### config.mk
export PLATFORM = sky130hd
export DESIGN_NAME = cmd_stream_decoder
export DESIGN_NICKNAME = d
export VERILOG_FILES = /design/src/rtl/csd_pkg.sv /design/src/rtl/csd_parser.sv /design/src/rtl/csd_vregs.sv /design/src/rtl/cmd_stream_decoder.sv
export SDC_FILE = /design/constraint.sdc
export NUM_CORES = 1
export LEC_CHECK = 0
export BUFFER_PORTS_ARGS = -buffer_cell sky130_fd_sc_hd__buf_2
export CAP_MARGIN = 20
export CORE_UTILIZATION = 40
export CTS_CLUSTER_DIAMETER = 40
export DETAILED_ROUTE_END_ITERATION = 7
export HOLD_SLACK_MARGIN = 0.06
export PLACE_DENSITY = 0.61
export SYNTH_ARGS = -nofsm -noshare
export SYNTH_HDL_FRONTEND = slang
export SYNTH_HIERARCHICAL = 1
export SYNTH_SLANG_ARGS = --single-unit
### constraint.sdc
create_clock -name clk -period 4 [get_ports clk]
set_input_delay 0.8 -clock clk [delete_from_list [all_inputs] [get_ports clk]]
set_output_delay 0.8 -clock clk [all_outputs]
set_load 0.02 [all_outputs]
### src/rtl/csd_pkg.sv
package csd_pkg;
    localparam logic [7:0] PREFIX    = 8'hAF;
    localparam logic [7:0] OP_WREG   = 8'h20;
    localparam logic [7:0] OP_COPY   = 8'h6A;
    localparam logic [7:0] IDX_LOCK  = 8'hFF;
    localparam logic [7:0] LOCK_ON   = 8'h00;
    localparam logic [7:0] LOCK_OFF  = 8'hFF;
    localparam logic [7:0] IDX_B16   = 8'h20;
    localparam logic [7:0] IDX_B8    = 8'h26;
    localparam logic [7:0] IDX_BLANK = 8'h30;

    typedef enum logic [2:0] {
        ST_HUNT,
        ST_OPCODE,
        ST_WIDX,
        ST_WVAL,
        ST_CSRC,
        ST_CCNT,
        ST_CDST,
        ST_CISSUE
    } pstate_e;
endpackage

### src/rtl/csd_parser.sv
module csd_parser
    import csd_pkg::*;
#(
    parameter int ADDR_W = 24
) (
    input  logic              clk,
    input  logic              rst_n,
    input  logic              in_valid,
    input  logic [7:0]        in_data,
    output logic              in_ready,
    output logic              wr_en,
    output logic [7:0]        wr_idx,
    output logic [7:0]        wr_val,
    output logic              cp_valid,
    input  logic              cp_ready,
    output logic [ADDR_W-1:0] cp_src,
    output logic [7:0]        cp_cnt,
    output logic [ADDR_W-1:0] cp_dst
);
    localparam int AB = ADDR_W / 8;
    localparam int CW = (AB > 1) ? $clog2(AB) : 1;
    localparam logic [CW-1:0] LAST = CW'(AB - 1);

    pstate_e       state, nxt;
    logic [CW-1:0] bcnt;
    logic          acc;

    assign in_ready = (state != ST_CISSUE);
    assign acc      = in_valid && in_ready;
    assign cp_valid = (state == ST_CISSUE);

    always_ff @(posedge clk) begin
        if (!rst_n) state <= ST_HUNT;
        else        state <= nxt;
    end

    always_comb begin
        nxt = state;
        unique case (state)
            ST_HUNT:   if (acc && in_data == PREFIX) nxt = ST_OPCODE;
            ST_OPCODE: if (acc) begin
                if (in_data == OP_WREG)      nxt = ST_WIDX;
                else if (in_data == OP_COPY) nxt = ST_CSRC;
                else if (in_data == PREFIX)  nxt = ST_OPCODE;
                else                         nxt = ST_HUNT;
            end
            ST_WIDX:   if (acc) nxt = ST_WVAL;
            ST_WVAL:   if (acc) nxt = ST_HUNT;
            ST_CSRC:   if (acc && bcnt == LAST) nxt = ST_CCNT;
            ST_CCNT:   if (acc) nxt = ST_CDST;
            ST_CDST:   if (acc && bcnt == LAST) nxt = ST_CISSUE;
            ST_CISSUE: if (cp_ready) nxt = ST_HUNT;
            default:   nxt = ST_HUNT;
        endcase
    end

    always_ff @(posedge clk) begin
        if (!rst_n) begin
            wr_en  <= 1'b0;
            wr_idx <= '0;
            wr_val <= '0;
            bcnt   <= '0;
            cp_src <= '0;
            cp_cnt <= '0;
            cp_dst <= '0;
        end else begin
            wr_en <= 1'b0;
            unique case (state)
                ST_OPCODE: bcnt <= '0;
                ST_WIDX:   if (acc) wr_idx <= in_data;
                ST_WVAL:   if (acc) begin
                    wr_val <= in_data;
                    wr_en  <= 1'b1;
                end
                ST_CSRC:   if (acc) begin
                    cp_src <= (AB > 1) ? {cp_src[ADDR_W-9:0], in_data} : ADDR_W'(in_data);
                    bcnt   <= (bcnt == LAST) ? '0 : bcnt + 1'b1;
                end
                ST_CCNT:   if (acc) cp_cnt <= in_data;
                ST_CDST:   if (acc) begin
                    cp_dst <= (AB > 1) ? {cp_dst[ADDR_W-9:0], in_data} : ADDR_W'(in_data);
                    bcnt   <= (bcnt == LAST) ? '0 : bcnt + 1'b1;
                end
                default: ;
            endcase
        end
    end
endmodule

### src/rtl/csd_vregs.sv
module csd_vregs
    import csd_pkg::*;
#(
    parameter int ADDR_W = 24,
    parameter int NREG   = 32
) (
    input  logic                    clk,
    input  logic                    rst_n,
    input  logic                    wr_en,
    input  logic [7:0]              wr_idx,
    input  logic [7:0]              wr_val,
    output logic                    locked,
    input  logic [$clog2(NREG)-1:0] rd_idx,
    output logic [7:0]              rd_val,
    output logic [ADDR_W-1:0]       base16,
    output logic [ADDR_W-1:0]       base8,
    output logic [7:0]              blank
);
    localparam int AB = ADDR_W / 8;

    logic [7:0] act_q [NREG];
    logic [7:0] shd_q [NREG];
    logic       commit;

    assign commit = wr_en && wr_idx == IDX_LOCK && wr_val == LOCK_OFF;
    assign rd_val = act_q[rd_idx];

    always_ff @(posedge clk) begin
        if (!rst_n) begin
            locked <= 1'b0;
            base16 <= '0;
            base8  <= '0;
            blank  <= '0;
            for (int i = 0; i < NREG; i++) begin
                act_q[i] <= '0;
                shd_q[i] <= '0;
            end
        end else begin
            if (wr_en && wr_idx == IDX_LOCK) begin
                if (wr_val == LOCK_ON)  locked <= 1'b1;
                if (wr_val == LOCK_OFF) locked <= 1'b0;
            end
            for (int i = 0; i < NREG; i++) begin
                if (commit)
                    act_q[i] <= shd_q[i];
                else if (wr_en && !locked && wr_idx == 8'(i))
                    act_q[i] <= wr_val;
                if (wr_en && wr_idx == 8'(i))
                    shd_q[i] <= wr_val;
            end
            for (int b = 0; b < AB; b++) begin
                if (wr_en && wr_idx == IDX_B16 + 8'(b))
                    base16[ADDR_W-1-8*b -: 8] <= wr_val;
                if (wr_en && wr_idx == IDX_B8 + 8'(b))
                    base8[ADDR_W-1-8*b -: 8] <= wr_val;
            end
            if (wr_en && wr_idx == IDX_BLANK) blank <= wr_val;
        end
    end
endmodule

### src/rtl/cmd_stream_decoder.sv
module cmd_stream_decoder #(
    parameter int ADDR_W = 24,
    parameter int NREG   = 32
) (
    input  logic                    clk,
    input  logic                    rst_n,
    input  logic                    in_valid,
    input  logic [7:0]              in_data,
    output logic                    in_ready,
    output logic                    reg_we,
    output logic [7:0]              reg_addr,
    output logic [7:0]              reg_data,
    output logic                    copy_valid,
    input  logic                    copy_ready,
    output logic [ADDR_W-1:0]       copy_src,
    output logic [7:0]              copy_count,
    output logic [ADDR_W-1:0]       copy_dst,
    output logic                    bank_locked,
    input  logic [$clog2(NREG)-1:0] cfg_idx,
    output logic [7:0]              cfg_val,
    output logic [ADDR_W-1:0]       base16,
    output logic [ADDR_W-1:0]       base8,
    output logic [7:0]              blank_mode
);
    csd_parser #(.ADDR_W(ADDR_W)) u_parser (
        .clk      (clk),
        .rst_n    (rst_n),
        .in_valid (in_valid),
        .in_data  (in_data),
        .in_ready (in_ready),
        .wr_en    (reg_we),
        .wr_idx   (reg_addr),
        .wr_val   (reg_data),
        .cp_valid (copy_valid),
        .cp_ready (copy_ready),
        .cp_src   (copy_src),
        .cp_cnt   (copy_count),
        .cp_dst   (copy_dst)
    );

    csd_vregs #(.ADDR_W(ADDR_W), .NREG(NREG)) u_vregs (
        .clk    (clk),
        .rst_n  (rst_n),
        .wr_en  (reg_we),
        .wr_idx (reg_addr),
        .wr_val (reg_data),
        .locked (bank_locked),
        .rd_idx (cfg_idx),
        .rd_val (cfg_val),
        .base16 (base16),
        .base8  (base8),
        .blank  (blank_mode)
    );
endmodule

==> results.cfg, run 1 <==
[logic_synthesis]
synth_ff_type = edfxtp_1
netlist_area_mm2 = 0.0279
synth_fp_nets = 2188
synth-async-reset-ratio = 0
synth_area_per_cell_um2 = 12.9
synth_top_area_share = 0.551
ys_warn_count = 6
synth_seq_area_share = 0.648
synth_edf_count = 512
syn_inst = 2171
synth_most_common_cell = edfxtp_1
synth_common_cells = edfxtp_1, nand2_1, nor2_1
synth_area_leader_cell = edfxtp_1
ys_ff_latch = 647
synthTopCellsByArea = edfxtp_1, dfxtp_1, mux4_2
synth.distinct_cells = 52

[sta]
finClkSkew_ns = 0.0320
worst_slew_pin_slew_ns = 1.15
slew_headroom = 0.230
max_freq_mhz = 274
finalSetupTns_ns = 0
fin_crit_ns = 3.65
setup_viol = 0
post-route-period-util = 0.913
rsz0062_at_grt = no
slew_violations = 0
hold_violations = 0

[drt]
vias = 19200
drtAntennaViolNets = 0
wl_mm = 90.9
wl_per_cell_um = 27.2
vias_per_cell = 5.75
dr.pass1.iters = 6
drt_iter0_drc = 2577
route.detailed.drc = 0

[floorplan]
coreArea_mm2 = 0.0688
die_area_mm2 = 0.0709
dieWidth_um = 266
rows = 96
ios = 157
start_util = 0.406
chipHeight_um = 266

[global_route]
grt_first_pass_wirelength_mm = 128
grt_pass1_vias = 17800
met1_usage = 0.344
met3_usage = 0.0623
antenna_found_initial = 4
grt_max_degree = 125
busiest_layer = met2
grt_usage = 0.254
grt_remaining_overflow = 0
gr-usage-met2 = 0.391

[clock_tree]
cts_made_buffers = 96
worstSkewPairLatency_ns = 0.65
clock_sinks = 647
clkTransAtPathRegs_ns = 0.05
cts_tree = yes
clockBufferDepth = 3
post_cts_buffers = 0
cts_max_level = 3
post_cts_resized = 0
hold_buffers = 0
cts_root_buf = clkbuf_16

[power_and_ir_drop]
power_density_mw_per_mm2 = 506
power.total_uw = 16700
max-vdd-ir-drop_uv = 352
p_leak_uw = 0.0116

[worst_setup_path]
crit_path_max_fanout = 33
endpoint_kind = output port
slowest_delay_ns = 0.50
cp-start-kind = input pin
slowest_stage = mux4_2
crit_arrival_ns = 2.85
cp_cell_sequence = buf_2, buf_12, mux4_2, mux4_2, mux2_2, buf_2
required_ns = 3.20
critPathKind = in2out

[placed_design]
gp_congestion = 0.932
hpwl_mm = 60.2
placed_area_mm2 = 0.0296
io_buffers = 156
dp.cells = 3132

[finish]
final_area_mm2 = 0.0331
layoutNonFillerInstCount = 3343
nets = 2346
syn2layout_area_growth_pct = 18.5
fill_cells = 5947
layout-drive-gt1-share = 0.222

[flow_run]
cap_violations = 0

[status]
outcome = completed

[worst_hold_path]
hp-class = reg2reg
[layer usage]
metal / vias up / wire, um
met5: - / 13
met4: 2 / 3840
met3: 189 / 10500
met2: 1224 / 41200
met1: 9500 / 35300
li1: 8320 / -
[worst paths after layout]
kind                       startpoint                    to  slack (ns)  cells past startpoint
hold reg to reg   u_parser/cp_src[20]   u_parser/cp_src[20]        0.46                      2
setup reg to reg       u_parser/wr_en  u_vregs/act_q[16][2]        0.88                      4
setup / recovery           cfg_idx[2]            cfg_val[2]        0.35                      6
hold / removal    u_parser/cp_src[20]   u_parser/cp_src[20]        0.46                      2
[final cells by class]
type,count,area [um2],area share
Sequential cell,647,18100,0.546
Multi-Input combinational cell,1316,8970,0.271
Clock buffer,112,2550,0.0769
Timing Repair Buffer,251,1500,0.0454
Tap cell,931,1160,0.0352
Clock inverter,67,763,0.0231
Inverter,17,63.8,0.00193
Antenna cell,2,5.00,0.000151
[placed cells by master, fill, tap and decap left out, drive strengths merged, types with 6 or more instances in the layout]
| master | synthesis | layout |
|---|---|---|
| edfxtp | 512 | 512 |
| nand2 | 409 | 409 |
| buf | 79 | 236 |
| nor2 | 160 | 160 |
| o21ai | 146 | 146 |
| dfxtp | 135 | 135 |
| clkbuf | 112 | 127 |
| nor2b | 118 | 118 |
| o2bb2ai | 82 | 82 |
| mux4 | 80 | 80 |
| a21boi | 76 | 76 |
| mux2i | 64 | 64 |
| a32oi | 55 | 55 |
| inv | 17 | 42 |
| clkinv | 0 | 21 |
| nand3 | 19 | 19 |
| nor4 | 16 | 16 |
| clkinvlp | 0 | 12 |
| nor3 | 11 | 11 |
| bufinv | 0 | 9 |
| or3 | 9 | 9 |
| mux2 | 8 | 8 |
| a22o | 8 | 8 |
| o31ai | 6 | 6 |
| and3 | 6 | 6 |
[registers in the layout, indices dropped and copies added, names as in the netlist, 2 cells and up]
signal / cells
u_vregs/base16: 24
u_parser/state: 3
u_parser/cp_dst: 24
u_vregs/blank: 8
u_parser/wr_val: 8
u_parser/wr_idx: 8
u_parser/cp_src: 24
u_vregs/act_q: 256
u_parser/cp_cnt: 8
u_parser/bcnt: 2
u_vregs/base8: 24
u_vregs/shd_q: 256
[stage by stage]
stage / hold WS [ns] / setup slack (ns) / utilization
finish: 0.457 / 0.348 / 0.481
global route: 0.474 / 0.299 / 0.481
CTS: 0.450 / 0.374 / 0.478
detailed placement: 0.448 / 0.371 / 0.430
global placement: 0.440 / 0.399 / 0.430
floorplan: 0.465 / 0.605 / -
[critical path: cells and delay by family]
family / cells / cell delay, ns
buf+inv: 3 / 0.84
mux: 3 / 1.19
[cells by family (layout without fill, tap and decap cells)]
logic type,after synthesis,count (layout),share of synthesized area
muxes,152,152,0.0907
buffers and inverters,208,447,0.0322
and+or+nand+nor,781,781,0.133
AOI/OAI and AO/OA,383,383,0.0964
other,0,2,0
DFF,647,647,0.648
[report_power, final]
part	switching (uW)	internal, uW	leakage (uW)	total, uW
sequential	160	7480	0.00624	7640
combinational	326	232	0.00378	558
clock	3290	5250	0.00158	8540
(Power assumes the default switching activity.)
==> run 2: changes to the inputs <==
Settings changed: ABC_AREA from default to 1, CTS_BUF_LIST from default to sky130_fd_sc_hd__clkbuf_8.
==> run 2 against run 1 <==
Worst setup slack improved by 0.32 ns. Clock skew increased by 0.035 ns. Critical endpoint is now cfg_val[5]. Combinational power increased by 130%. Maximum frequency increased by 9.5%. Critical path depth increased by 5. Register-to-register slack improved by 0.04 ns. Clock power decreased by 31%. Total power decreased by 11%. Non-clock buffer count decreased by 30. Final area decreased by 0.57%. Global-route usage decreased by 0.57 points. Critical path type unchanged.
==> results.cfg, run 2 <==
[status]
outcome = completed

[clock_tree]
worstSkewPairLatency_ns = 0.74
post_cts_resized = 0
post_cts_buffers = 0
hold_buffers = 0
cts_root_buf = clkbuf_8
clock_sinks = 647
cts_max_level = 3
cts_made_buffers = 109
clkTransAtPathRegs_ns = 0.06
clockBufferDepth = 3
cts_tree = yes

[logic_synthesis]
synth_xor_xnor_area_share = 0
ys_warn_count = 6
synth.distinct_cells = 27
synth-async-reset-ratio = 0
synth_seq_area_share = 0.623
synth_edf_count = 512
netlist_area_mm2 = 0.0290
synth_most_common_cell = nand2_1
ys_ff_latch = 647
synth_top_area_share = 0.530
synth-adder-area-share = 0
synth_ff_type = edfxtp_1
syn_inst = 3135
synthTopCellsByArea = edfxtp_1, nand2_1, dfxtp_1
synth_top_family_by_area = simple AND/OR/NAND/NOR gates
synth_compound_area_frac = 0.0728
muxShareOfSynthArea = 0
synth_area_leader_cell = edfxtp_1
synth_fp_nets = 3152
synth_common_cells = nand2_1, edfxtp_1, nand3_1
synth_area_per_cell_um2 = 9.25
yosys.area_share.simple = 0.248

[sta]
slew_violations = 0
post-route-period-util = 0.834
max_freq_mhz = 300
worst_slew_pin_slew_ns = 1.09
finClkSkew_ns = 0.0668
slew_headroom = 0.265
rsz0062_at_grt = no
setup_viol = 0
setup_ws_ns = 0.664
hold_violations = 0
fin_crit_ns = 3.34
finalSetupTns_ns = 0

[power_and_ir_drop]
p_comb_frac = 0.086
seq_power_share = 0.515
p_sw_frac = 0.262
p_leak_uw = 0.0135
max-vdd-ir-drop_uv = 262
p_clk_frac = 0.399
power.total_uw = 14900
intPower_uw = 11000
power_density_mw_per_mm2 = 452
p_switching_uw = 3900

[worst_setup_path]
required_ns = 3.20
path_common_cell = nand2_1
endpoint_kind = output port
crit_arrival_ns = 2.54
crit_path_max_fanout = 32
slowest_delay_ns = 0.45
reg2reg_slack_ns = 0.92
critPathKind = in2out
slowest_stage = inv_2
cp-start-kind = input pin
cp_cell_sequence = buf_2, inv_2, buf_12, nand3_1, nand3_1, nand2_1, nand2_1, nand2_1, nand2_1, nand2_1, buf_2

[floorplan]
ios = 157
rows = 98
chipHeight_um = 271
coreArea_mm2 = 0.0716
dieWidth_um = 271
die_area_mm2 = 0.0736
start_util = 0.405

[placed_design]
gp_congestion = 0.910
hpwl_mm = 58.7
io_buffers = 156
pre_cts_slack_ns = 0.717

[finish]
nets = 3268
reg.largest.list = u_vregs/act_q: 256 flops, u_vregs/shd_q: 256 flops
post-route-util = 0.459
final_cell_mix = nand2_1, edfxtp_1, nand3_1
layout_commonest_cell = nand2_1
layout-drive-gt1-share = 0.133
syn2layout_area_growth_pct = 13.5

[global_route]
grt_first_pass_wirelength_mm = 138
grt_usage = 0.249
grt_pass1_vias = 21600
antenna_found_initial = 2
grt_remaining_overflow = 0
grt_max_degree = 110

[drt]
wl_mm = 92.8
drtAntennaViolNets = 0
vias_per_cell = 5.49
route.detailed.drc = 0
dr.pass1.iters = 8
wl_per_cell_um = 21.6
vias = 23600
drt_iter0_drc = 3295

[worst_hold_path]
hp-class = in2reg

[flow_run]
cap_violations = 0
-- run 2: changes by cell type in the layout (fill, tap and decap cells not counted), sizes merged, moves of 82 or more --
cell / previous run / this run
a21oi: 4 / 214
inv: 42 / 220
nand2: 409 / 874
nand3: 19 / 357
nand4: 5 / 131
nor2: 160 / 282
nor2b: 118 / 0
o2bb2ai: 82 / 0
-- run 2: final cells by class --
cell class / count / area [um2]
Fill cell: 6943 / 38700
Sequential cell: 647 / 18100
Multi-Input combinational cell: 2080 / 9320
Clock buffer: 113 / 1560
Timing Repair Buffer: 221 / 1410
Tap cell: 950 / 1190
Inverter: 192 / 722
Clock inverter: 86 / 624
Antenna cell: 1 / 2.50
-- run 2: per-layer routing --
| layer | vias up | routed length [um] | share of wire | track usage |
|---|---|---|---|---|
| li1 | 10900 | - | - | - |
| met1 | 11100 | 38400 | 0.41 | 0.345 |
| met2 | 1335 | 41700 | 0.45 | 0.384 |
| met3 | 207 | 9900 | 0.11 | 0.0533 |
| met4 | 2 | 2840 | 0.031 | 0.0880 |
| met5 | - | 13 | 0.00014 | 0 |
-- run 2: metrics by stage --
step,area (um2),cells,hold slack (ns)
5_1_grt,32900,4290,0.420
2_1_floorplan,29000,3135,0.478
3_5_place_dp,30700,4085,0.432
4_1_cts,32800,4284,0.370
3_3_place_gp,30700,4083,0.428
6_report,32900,4290,0.413
-- run 2: worst max-delay path: cells and delay by family --
family        cells  cell delay, ns
buf+inv           4            1.04
simple gates      7            0.67
-- run 2: worst paths after layout --
| path | from | end | cells after the start |
|---|---|---|---|
| max | cfg_idx[1] | cfg_val[5] | 11 |
| min | in_data[4] | u_parser/cp_src[4] | 3 |
| max reg2reg | u_parser/wr_en | u_vregs/act_q[13][5] | 5 |
| min reg2reg | u_parser/cp_dst[22] | u_parser/cp_dst[22] | 2 |
-- run 2: logic make-up (layout without fill, tap and decap cells) --
family | Yosys count | after routing
other | 0 | 1
buffers and inverters | 408 | 612
AOI/OAI and AO/OA | 422 | 422
and+or+nand+nor | 1658 | 1658
DFF | 647 | 647
-- run 2: power by group through the flow --
stage | clock (uW) | sequential, uW | combinational [uW]
floorplan | 0 | 7750 | 795
global placement | 0 | 7800 | 1240
detailed placement | 0 | 7800 | 1250
CTS | 6020 | 7660 | 1250
global route | 6320 | 7680 | 1380
finish | 5930 | 7660 | 1280
